==> config.mk <==
export PLATFORM = sky130hd
export DESIGN_NAME = chan_fifo_slave
export DESIGN_NICKNAME = d
export VERILOG_FILES = /design/src/rtl/chan_fifo_pkg.sv /design/src/rtl/chan_fifo_store.sv /design/src/rtl/chan_vec_ctrl.sv /design/src/rtl/chan_fifo_slave.sv
export SDC_FILE = /design/constraint.sdc
export NUM_CORES = 1
export LEC_CHECK = 0
export BUFFER_PORTS_ARGS = -buffer_cell sky130_fd_sc_hd__buf_2
export CAP_MARGIN = 20
export CORE_MARGIN = 5
export CORE_UTILIZATION = 50
export CTS_CLUSTER_SIZE = 28
export DETAILED_ROUTE_END_ITERATION = 7
export PLACE_DENSITY = 0.69
export SYNTH_ARGS = -nofsm -noshare
export SYNTH_HDL_FRONTEND = slang
export SYNTH_SLANG_ARGS = --single-unit
==> constraint.sdc <==
create_clock -name clk -period 7 [get_ports clk]
set_clock_uncertainty 0.15 [all_clocks]
set_input_delay 0.35 -clock clk [delete_from_list [all_inputs] [get_ports clk]]
set_output_delay 0.35 -clock clk [all_outputs]
set_load 0.05 [all_outputs]
==> src/rtl/chan_fifo_pkg.sv <==
package chan_fifo_pkg;

    localparam int BUS_ADDR_W = 3;

    // register selects on the bus port
    typedef enum logic [BUS_ADDR_W-1:0] {
        REG_DATA  = 3'd0,
        REG_FILL  = 3'd1,
        REG_THR   = 3'd2,
        REG_IRQEN = 3'd3,
        REG_WAKE  = 3'd4
    } reg_sel_e;

    // coprocessor-side handshake state
    typedef enum logic {
        VEC_IDLE = 1'b0,
        VEC_XFER = 1'b1
    } vec_state_e;

endpackage

==> src/rtl/chan_fifo_store.sv <==
module chan_fifo_store #(
    parameter int DATA_W = 32,
    parameter int DEPTH  = 8,
    localparam int PTR_W = (DEPTH > 1) ? $clog2(DEPTH) : 1,
    localparam int CNT_W = $clog2(DEPTH + 1)
) (
    input  logic              clk,
    input  logic              rst_n,
    input  logic              push_i,
    input  logic [DATA_W-1:0] wdata_i,
    input  logic              pop_i,
    output logic [DATA_W-1:0] head_o,
    output logic [CNT_W-1:0]  fill_o
);

    typedef struct packed {
        logic [PTR_W-1:0] rd;
        logic [PTR_W-1:0] wr;
        logic [CNT_W-1:0] cnt;
    } store_t;

    store_t st_d, st_q;
    logic [DATA_W-1:0] mem_q [DEPTH];

    always_comb begin
        st_d = st_q;
        if (push_i) begin
            st_d.wr = (st_q.wr == PTR_W'(DEPTH - 1)) ? '0 : st_q.wr + 1'b1;
        end
        if (pop_i) begin
            st_d.rd = (st_q.rd == PTR_W'(DEPTH - 1)) ? '0 : st_q.rd + 1'b1;
        end
        case ({push_i, pop_i})
            2'b10:   st_d.cnt = st_q.cnt + 1'b1;
            2'b01:   st_d.cnt = st_q.cnt - 1'b1;
            default: st_d.cnt = st_q.cnt;
        endcase
    end

    always_ff @(posedge clk) begin
        if (!rst_n) begin
            st_q <= '0;
        end else begin
            st_q <= st_d;
        end
    end

    always_ff @(posedge clk) begin
        if (push_i) begin
            mem_q[st_q.wr] <= wdata_i;
        end
    end

    assign head_o = mem_q[st_q.rd];
    assign fill_o = st_q.cnt;

endmodule

==> src/rtl/chan_vec_ctrl.sv <==
module chan_vec_ctrl
    import chan_fifo_pkg::*;
#(
    parameter int LEN_W = 8
) (
    input  logic             clk,
    input  logic             rst_n,
    input  logic             req_i,
    input  logic [LEN_W-1:0] len_i,
    input  logic             avail_i,
    output logic             step_o,
    output logic             done_o,
    output logic             busy_o
);

    typedef struct packed {
        vec_state_e       st;
        logic [LEN_W-1:0] rem;
        logic             done;
    } vec_t;

    vec_t v_d, v_q;

    always_comb begin
        v_d      = v_q;
        v_d.done = 1'b0;
        step_o   = (v_q.st == VEC_XFER) && avail_i;
        case (v_q.st)
            VEC_IDLE: begin
                // a request still high during the done cycle is the old one
                if (req_i && !v_q.done) begin
                    if (len_i == '0) begin
                        v_d.done = 1'b1;
                    end else begin
                        v_d.st  = VEC_XFER;
                        v_d.rem = len_i;
                    end
                end
            end
            VEC_XFER: begin
                if (step_o) begin
                    if (v_q.rem == LEN_W'(1)) begin
                        v_d.st   = VEC_IDLE;
                        v_d.done = 1'b1;
                        v_d.rem  = '0;
                    end else begin
                        v_d.rem = v_q.rem - 1'b1;
                    end
                end
            end
            default: v_d.st = VEC_IDLE;
        endcase
    end

    always_ff @(posedge clk) begin
        if (!rst_n) begin
            v_q <= '{st: VEC_IDLE, rem: '0, done: 1'b0};
        end else begin
            v_q <= v_d;
        end
    end

    assign done_o = v_q.done;
    assign busy_o = (v_q.st == VEC_XFER);

endmodule

==> src/rtl/chan_fifo_slave.sv <==
module chan_fifo_slave
    import chan_fifo_pkg::*;
#(
    parameter int DATA_W = 32,
    parameter int DEPTH  = 8,
    parameter int LEN_W  = 8,
    localparam int CNT_W = $clog2(DEPTH + 1)
) (
    input  logic                  clk,
    input  logic                  rst_n,
    input  logic                  bus_valid,
    output logic                  bus_ready,
    input  logic                  bus_write,
    input  logic [BUS_ADDR_W-1:0] bus_addr,
    input  logic [DATA_W-1:0]     bus_wdata,
    output logic                  rsp_valid,
    output logic                  rsp_err,
    output logic [DATA_W-1:0]     rsp_rdata,
    input  logic                  cp_req,
    input  logic [LEN_W-1:0]      cp_len,
    output logic                  cp_step,
    output logic [DATA_W-1:0]     cp_data,
    output logic                  cp_done,
    output logic                  irq,
    output logic                  wake
);

    typedef struct packed {
        logic              rsp_v;
        logic              rsp_err;
        logic [DATA_W-1:0] rsp_data;
        logic [CNT_W-1:0]  thr;
        logic              irq_en;
        logic              irq;
        logic              wake;
    } regs_t;

    regs_t r_d, r_q;

    logic              accept;
    logic              push;
    logic              bus_pop;
    logic              busy;
    logic [DATA_W-1:0] head;
    logic [CNT_W-1:0]  fill;
    logic [CNT_W-1:0]  fill_nx;

    chan_fifo_store #(
        .DATA_W(DATA_W),
        .DEPTH (DEPTH)
    ) u_store (
        .clk    (clk),
        .rst_n  (rst_n),
        .push_i (push),
        .wdata_i(bus_wdata),
        .pop_i  (bus_pop | cp_step),
        .head_o (head),
        .fill_o (fill)
    );

    chan_vec_ctrl #(
        .LEN_W(LEN_W)
    ) u_vec (
        .clk    (clk),
        .rst_n  (rst_n),
        .req_i  (cp_req),
        .len_i  (cp_len),
        .avail_i(fill != '0),
        .step_o (cp_step),
        .done_o (cp_done),
        .busy_o (busy)
    );

    always_comb begin
        r_d          = r_q;
        accept       = bus_valid && !r_q.rsp_v;
        push         = 1'b0;
        bus_pop      = 1'b0;
        r_d.rsp_v    = accept;
        r_d.rsp_err  = 1'b0;
        r_d.rsp_data = '0;
        r_d.wake     = 1'b0;

        if (accept) begin
            case (bus_addr)
                REG_DATA: begin
                    if (bus_write) begin
                        if (fill < CNT_W'(DEPTH)) push = 1'b1;
                        else                      r_d.rsp_err = 1'b1;
                    end else if (fill != '0 && !busy) begin
                        bus_pop      = 1'b1;
                        r_d.rsp_data = head;
                    end else begin
                        r_d.rsp_err = 1'b1;
                    end
                end
                REG_FILL: begin
                    if (bus_write) r_d.rsp_err  = 1'b1;
                    else           r_d.rsp_data = DATA_W'(fill);
                end
                REG_THR: begin
                    if (bus_write) r_d.thr      = bus_wdata[CNT_W-1:0];
                    else           r_d.rsp_data = DATA_W'(r_q.thr);
                end
                REG_IRQEN: begin
                    if (bus_write) r_d.irq_en   = bus_wdata[0];
                    else           r_d.rsp_data = DATA_W'(r_q.irq_en);
                end
                REG_WAKE: begin
                    if (bus_write) r_d.wake    = 1'b1;
                    else           r_d.rsp_err = 1'b1;
                end
                default: r_d.rsp_err = 1'b1;
            endcase
        end

        // fill count after this edge, for the registered interrupt level
        fill_nx = fill;
        if (push && !(bus_pop || cp_step))      fill_nx = fill + 1'b1;
        else if (!push && (bus_pop || cp_step)) fill_nx = fill - 1'b1;
        r_d.irq = r_d.irq_en && (fill_nx == r_d.thr);
    end

    always_ff @(posedge clk) begin
        if (!rst_n) begin
            r_q <= '0;
        end else begin
            r_q <= r_d;
        end
    end

    assign bus_ready = !r_q.rsp_v;
    assign rsp_valid = r_q.rsp_v;
    assign rsp_err   = r_q.rsp_err;
    assign rsp_rdata = r_q.rsp_data;
    assign cp_data   = head;
    assign irq       = r_q.irq;
    assign wake      = r_q.wake;

endmodule

# ---- Word level (Yosys, flattened, before mapping)
# Memory sizes are Yosys's and may differ from the RTL's. A register that Yosys moved wholly into a read port is not among the register bits.
# Cells that the tools add are included.
dict set report totals {
  regBits 61
  ramBits 256
  output_inout_bits 71
  word_cells 98
  n_memories 1
  input_bits 48
}
# memory depth word_bits rd rd_ports_with_merged_regs wr line
set mem_list {}
lappend mem_list {u_store.mem_q 8 32 1 1 1 chan_fifo_store.sv:23} ;# logic [DATA_W-1:0] mem_q [DEPTH];
dict set report op_classes {
  n_bitwise 2
  n_reduce_logical 21
  addsub 5
  eq_ne 13
  n_mux 42
  magnitude_cmp 1
}
# operator count
set op_table {}
lappend op_table {{$pmux 32 s4} 1}
lappend op_table {{$mux 32} 2}
lappend op_table {{$mux 4} 6}
lappend op_table {{$mux 1} 21}
lappend op_table {{$mux 10} 2}
lappend op_table {{$pmux 10 s2} 1}
lappend op_table {{$mux 3} 4}
lappend op_table {{$eq 3x3->1 const B} 3}
lappend op_table {{$mux 9} 1}
lappend op_table {{$eq 8x1->1 const B} 1}
lappend op_table {{$logic_not 8->1} 1}
lappend op_table {{$mux 8} 1}
lappend op_table {{$pmux 4 s2} 1}
lappend op_table {{$sub 8x1->8 const B} 1}
lappend op_table {{$logic_and 1x1->1} 7}
lappend op_table {{$add 3x1->3 const B} 2}
lappend op_table {{$eq 3x2->1 const B} 2}
lappend op_table {{$reduce_and 3->1} 2}
lappend op_table {{$logic_not 1->1} 5}
lappend op_table {{$mux 5} 1}
lappend op_table {{$add 4x1->4 const B} 1}
lappend op_table {{$eq 4x4->1} 1}
lappend op_table {{$lt 4x4->1 const B} 1}
lappend op_table {{$ne 2x2->1 const B} 2}
lappend op_table {{other kinds (14)} 14}

# ---- Logic depth before layout (Yosys ltp)
dict set report depth {
  depth_word 12
  ltp_mapped 14
  depth_no_buf 13
}

# ---- Hierarchy
# Synthesis repeated with hierarchy kept, for this count alone.
dict set report unflattened {
  cells_unflattened 719
  hier_area_um2 13028.7
}
# mod seq_area_each_um2 n_inst area_each_um2 cells_each
set by_module_without_submodules {}
lappend by_module_without_submodules {chan_fifo_store 7947.6 1 10453.8 445}
lappend by_module_without_submodules {chan_fifo_slave 820.8 1 1901.8 197}
lappend by_module_without_submodules {chan_vec_ctrl 200.2 1 673.1 77}

# ---- Worst setup path after synthesis
# Ideal clock, no wire load.
dict set report synth_path {
  path_kind {flip-flop to flip-flop}
  from {register r_q, in the netlist rsp_valid}
  to {memory u_store.mem_q[0][0], enable pin}
  path_stages_with_launch 6
  slack_ns 1.680
  setup_ns 0.501
  n_path_buf 1
  arrival_time_ns 4.668
  cell_sequence {dfxtp_1 inv_1 nand2_1 or4_1 buf_6 nor4_1}
}
dict set report synth_via {
  elab_chain_cells 5
}
# element line
set synth_lines {}
lappend synth_lines {{from (decl)} chan_fifo_slave.sv:38} ;# regs_t r_d, r_q;
lappend synth_lines {{from (signal assigned)} chan_fifo_slave.sv:128} ;# r_q <= r_d;
lappend synth_lines {{$logic_not 1->1} n/a}
lappend synth_lines {{via bus_ready} chan_fifo_slave.sv:12} ;# output logic bus_ready,
lappend synth_lines {{$logic_and 1x1->1} chan_fifo_slave.sv:76} ;# accept = bus_valid && !r_q.rsp_v;
lappend synth_lines {{$mux 1} chan_fifo_slave.sv:84} ;# if (accept) begin
lappend synth_lines {{$mux 1} chan_fifo_store.sv:49} ;# if (push_i) begin
lappend synth_lines {{$mux 1 (implied by the code)} chan_fifo_store.sv:50} ;# mem_q[st_q.wr] <= wdata_i;
lappend synth_lines {{to (decl)} chan_fifo_store.sv:23}
# The timed path passes the listed nets, and every way through them passes these cells.

# ---- Worst setup path in the final report
dict set report layout_path {
  from {register u_store.st_q, in the netlist u_store.fill_o[0]}
  to {register r_q, in the netlist irq}
}
dict set report layout_via {
  elab_chain_cells 12
}
# element line
set layout_lines {}
lappend layout_lines {{from (decl)} chan_fifo_store.sv:22} ;# store_t st_d, st_q;
lappend layout_lines {{from (signal assigned)} chan_fifo_store.sv:44} ;# st_q <= st_d;
lappend layout_lines {{branches (longest 9 deep; another with $lt 4x4->1)} n/a}
lappend layout_lines {{$mux 4 (*)} chan_fifo_slave.sv:119} ;# if (push && !(bus_pop || cp_step)) fill_nx = fill + 1'b1;
lappend layout_lines {{$eq 4x4->1 (*)} chan_fifo_slave.sv:121} ;# r_d.irq = r_d.irq_en && (fill_nx == r_d.thr);
lappend layout_lines {{$logic_and 1x1->1 (*)} chan_fifo_slave.sv:121}
# Mark *: on every way between the ends.
# A chain may end at the register's enable or synchronous reset.

==> impl_metrics.tcl <==
set metrics [dict create \
    synthDominantAreaCellType "sky130_fd_sc_hd__edfxtp_1" \
    yosys_warnings 0 \
    cts.sink_count 320 \
    die_y_microns 168.3 \
    number_of_antenna_violations_at_the_first_check_in_global_routing 0 \
    drv_cap 0 \
    power.density_cell_area_nw_per_um2 265.3 \
    root_buffer "sky130_fd_sc_hd__clkbuf_16" \
    cts_htree_levels 1 \
    synth_top_cells_by_area "sky130_fd_sc_hd__edfxtp_1 (61%), sky130_fd_sc_hd__mux4_2 (12%), sky130_fd_sc_hd__dfxtp_1 (10%)" \
    relSlewSlack_pct 28.15 \
    synth_sequential_area_ratio_pct 71.57 \
    worst_ir_drop_vdd_mv 0.1496 \
    end_kind "flip-flop" \
    timing.hold.worst_path_depth 3 \
    dp_hpwl_mm 14.58 \
    grt_pass1_wl_mm 38.93 \
    floorplan.core_area_sq_um 24960 \
    postSynthNetCount 761 \
    dr.pass1.iters 4 \
    gp_routability_congestion 0.8507 \
    synth_top_area_share_pct 61.34 \
    grt_setup_unrepaired "no" \
    fin_nets 902 \
    worst_pin_slew_ps 1075 \
    postCtsSetupBuffers 0 \
    synth-main-ff-cell "sky130_fd_sc_hd__edfxtp_1" \
    io_buffers 118 \
    post_synth.cell_area_avg_sq_um 17.88 \
    holdWs_ps 61.31 \
    leakage_nw 5.148 \
    synthArstFlopShare_pct 0 \
    layout.filler_cells 1835 \
    grt_usage_pct 17.41 \
    drt_drc_violations_left 0 \
    cts_tree "built" \
    max_clock_freq_mhz 267.8 \
    status "completed" \
    final-setup-viol-count 0 \
    pin_count 119 \
    vias_in_the_first_global_route 7023 \
    cp_data_required_time_ps 7340 \
    period_needed_ps 3734 \
    min_period_over_period_pct 53.34 \
    number_of_synthesized_flops_with_an_enable_pin 256 \
    initial_core_util_pct 50.20 \
    antenna_cells 0 \
    pin_count_of_the_biggest_net_entering_global_routing 65 \
    clk_pin_slew_worst_paths_ps 70 \
    worstRegToRegCells 13 \
    drt_iter0_markers 385 \
    critical_path_class "flip-flop to flip-flop" \
    rows 58 \
    totalWireLength_mm 24.56 \
    start_kind "flip-flop" \
    area_added_between_synthesis_and_finish_pct 17.92 \
    post_synth_design_cell_area_sq_um 12530 \
    viasPerCell 5.533 \
    critical_path_peak_fanout 33 \
    post_synth_most_frequent_cells "sky130_fd_sc_hd__edfxtp_1 (256), sky130_fd_sc_hd__dfxtp_1 (64), sky130_fd_sc_hd__mux4_2 (64)" \
    wp_data_arrival_ps 4080 \
    cts_max_path_buffers 3 \
    tns_ps 0 \
    die_width_microns 168.3 \
    antenna_nets_post_route 0 \
    post_synth_num_cell_types 50 \
    post_route_cells_drive_above_1_share_pct 33.83 \
    vias 6617 \
    hold_viol 0 \
    globalRouteOverflowTotal 0 \
    synth_most_common_cell "sky130_fd_sc_hd__edfxtp_1" \
    cts_made_buffers 31 \
    timing.final.max_slew_violations 0 \
    worstSkewPairLatency_ps 550 \
    worst_min_delay_path_class "input pin to flip-flop" \
    yosys_register_bits 320 \
    dieArea_sq_um 28330 \
    post_synth_inst_count 701 \
    routed_wire_length_per_instance_microns 20.53 \
]
==> placed cells by master, fill, tap and decap left out, types with 24 or more instances in the layout <==
cell type                       Yosys  final
sky130_fd_sc_hd__dfxtp_1           64     61
sky130_fd_sc_hd__nand2_1           24     24
sky130_fd_sc_hd__clkbuf_16          0     31
sky130_fd_sc_hd__mux2_2            34     34
sky130_fd_sc_hd__edfxtp_1         256    256
sky130_fd_sc_hd__and3_1            28     28
sky130_fd_sc_hd__mux4_2            64     64
sky130_fd_sc_hd__buf_2              9    118
sky130_fd_sc_hd__dlygate4sd3_1      0     43
sky130_fd_sc_hd__nor2_1            27     24
==> worst max-delay path, cell delays in order (launching register included) <==
cell and delay, ps:
sky130_fd_sc_hd__dfxtp_1 410, sky130_fd_sc_hd__inv_1 130, sky130_fd_sc_hd__ha_1 280, sky130_fd_sc_hd__nor3b_1 200, sky130_fd_sc_hd__nor4_4 250, sky130_fd_sc_hd__buf_4 400, sky130_fd_sc_hd__a21o_1 330, sky130_fd_sc_hd__ha_1 300
sky130_fd_sc_hd__inv_1 80, sky130_fd_sc_hd__ha_1 270, sky130_fd_sc_hd__mux2_2 290, sky130_fd_sc_hd__nand3_1 80, sky130_fd_sc_hd__nor4b_1 280, sky130_fd_sc_hd__and4_1 220
==> metal layers <==
layer,GRT usage [%],wire [microns],vias to the layer above
li1,-,-,3015
met1,22.15,9989,3379
met2,31.36,12760,182
met3,2.630,1322,41
met4,4.587,481,0
met5,0,0,-
==> layout make-up <==
type	count	area (sq um)	share of cell area (%)
repair buffers	173	1142	7.730
inverters	15	56.30	0.3810
multi-input cells	301	3173	21.47
well taps	330	412.9	2.794
clock buffers	41	833.3	5.639
flip-flops and latches	320	8977	60.75
clock inverters	16	182.7	1.236
==> path summary, 6_finish.rpt <==
check	startpoint	end	slack, ps
max	u_store.fill_o[0]$_SDFFE_PN0P_	irq$_SDFF_PN0_	3270
min	rst_n	wake$_SDFF_PN0_	60
max reg2reg	u_store.fill_o[0]$_SDFFE_PN0P_	irq$_SDFF_PN0_	3270
min reg2reg	u_vec.v_q[7]$_SDFFE_PN0P_	u_vec.v_q[7]$_SDFFE_PN0P_	390
==> logic make-up after synthesis <==
kind of cell | count (synthesis) | share of synthesized area [%]
and+or+nand+nor | 126 | 5.441
AOI/OAI and AO/OA | 49 | 2.536
buffers and inverters | 80 | 3.504
DFF | 320 | 71.57
xor gates and xnor gates | 8 | 0.5591
muxes | 106 | 15.20
adders and majority gates | 12 | 1.198
==> state kept, by name, summed over array words and instances, names as in the netlist, named ones only <==
signal          count
u_vec.done_o        1
rsp_err             1
u_store.st_q        6
u_vec.busy_o        1
rsp_rdata          32
irq                 1
u_vec.v_q           8
u_store.mem_q     256
u_store.fill_o      4
rsp_valid           1
wake                1
r_q                 5
==> metrics by stage <==
step | utilization, % | power, mW | cells | worst slack (ps) | instance area (sq um)
floorplan | - | 2.227 | 701 | 1680 | 12530
global placement | 53.16 | 2.281 | 1092 | 3438 | 13270
detailed placement | 53.16 | 2.289 | 1092 | 3310 | 13270
CTS | 58.95 | 3.961 | 1192 | 3211 | 14720
global route | 59.20 | 4.063 | 1196 | 3037 | 14780
finish | 59.20 | 3.921 | 1196 | 3266 | 14780
==> repair_timing <==
item | CTS | global route
resized for setup | 0 | 0
endpoints found under the hold margin | 271 | 0
hold buffers | 43 | 0
==> power breakdown <==
part	total [mW]	internal, mW	leakage [nW]	switching, mW
logic	0.197	0.0814	1.83	0.115
registers	2.07	2.06	2.82	0.0127
clock network	1.65	0.981	0.499	0.672
total	3.92	3.12	5.15	0.800
No activity file was read; power rests on OpenSTA's default activity.
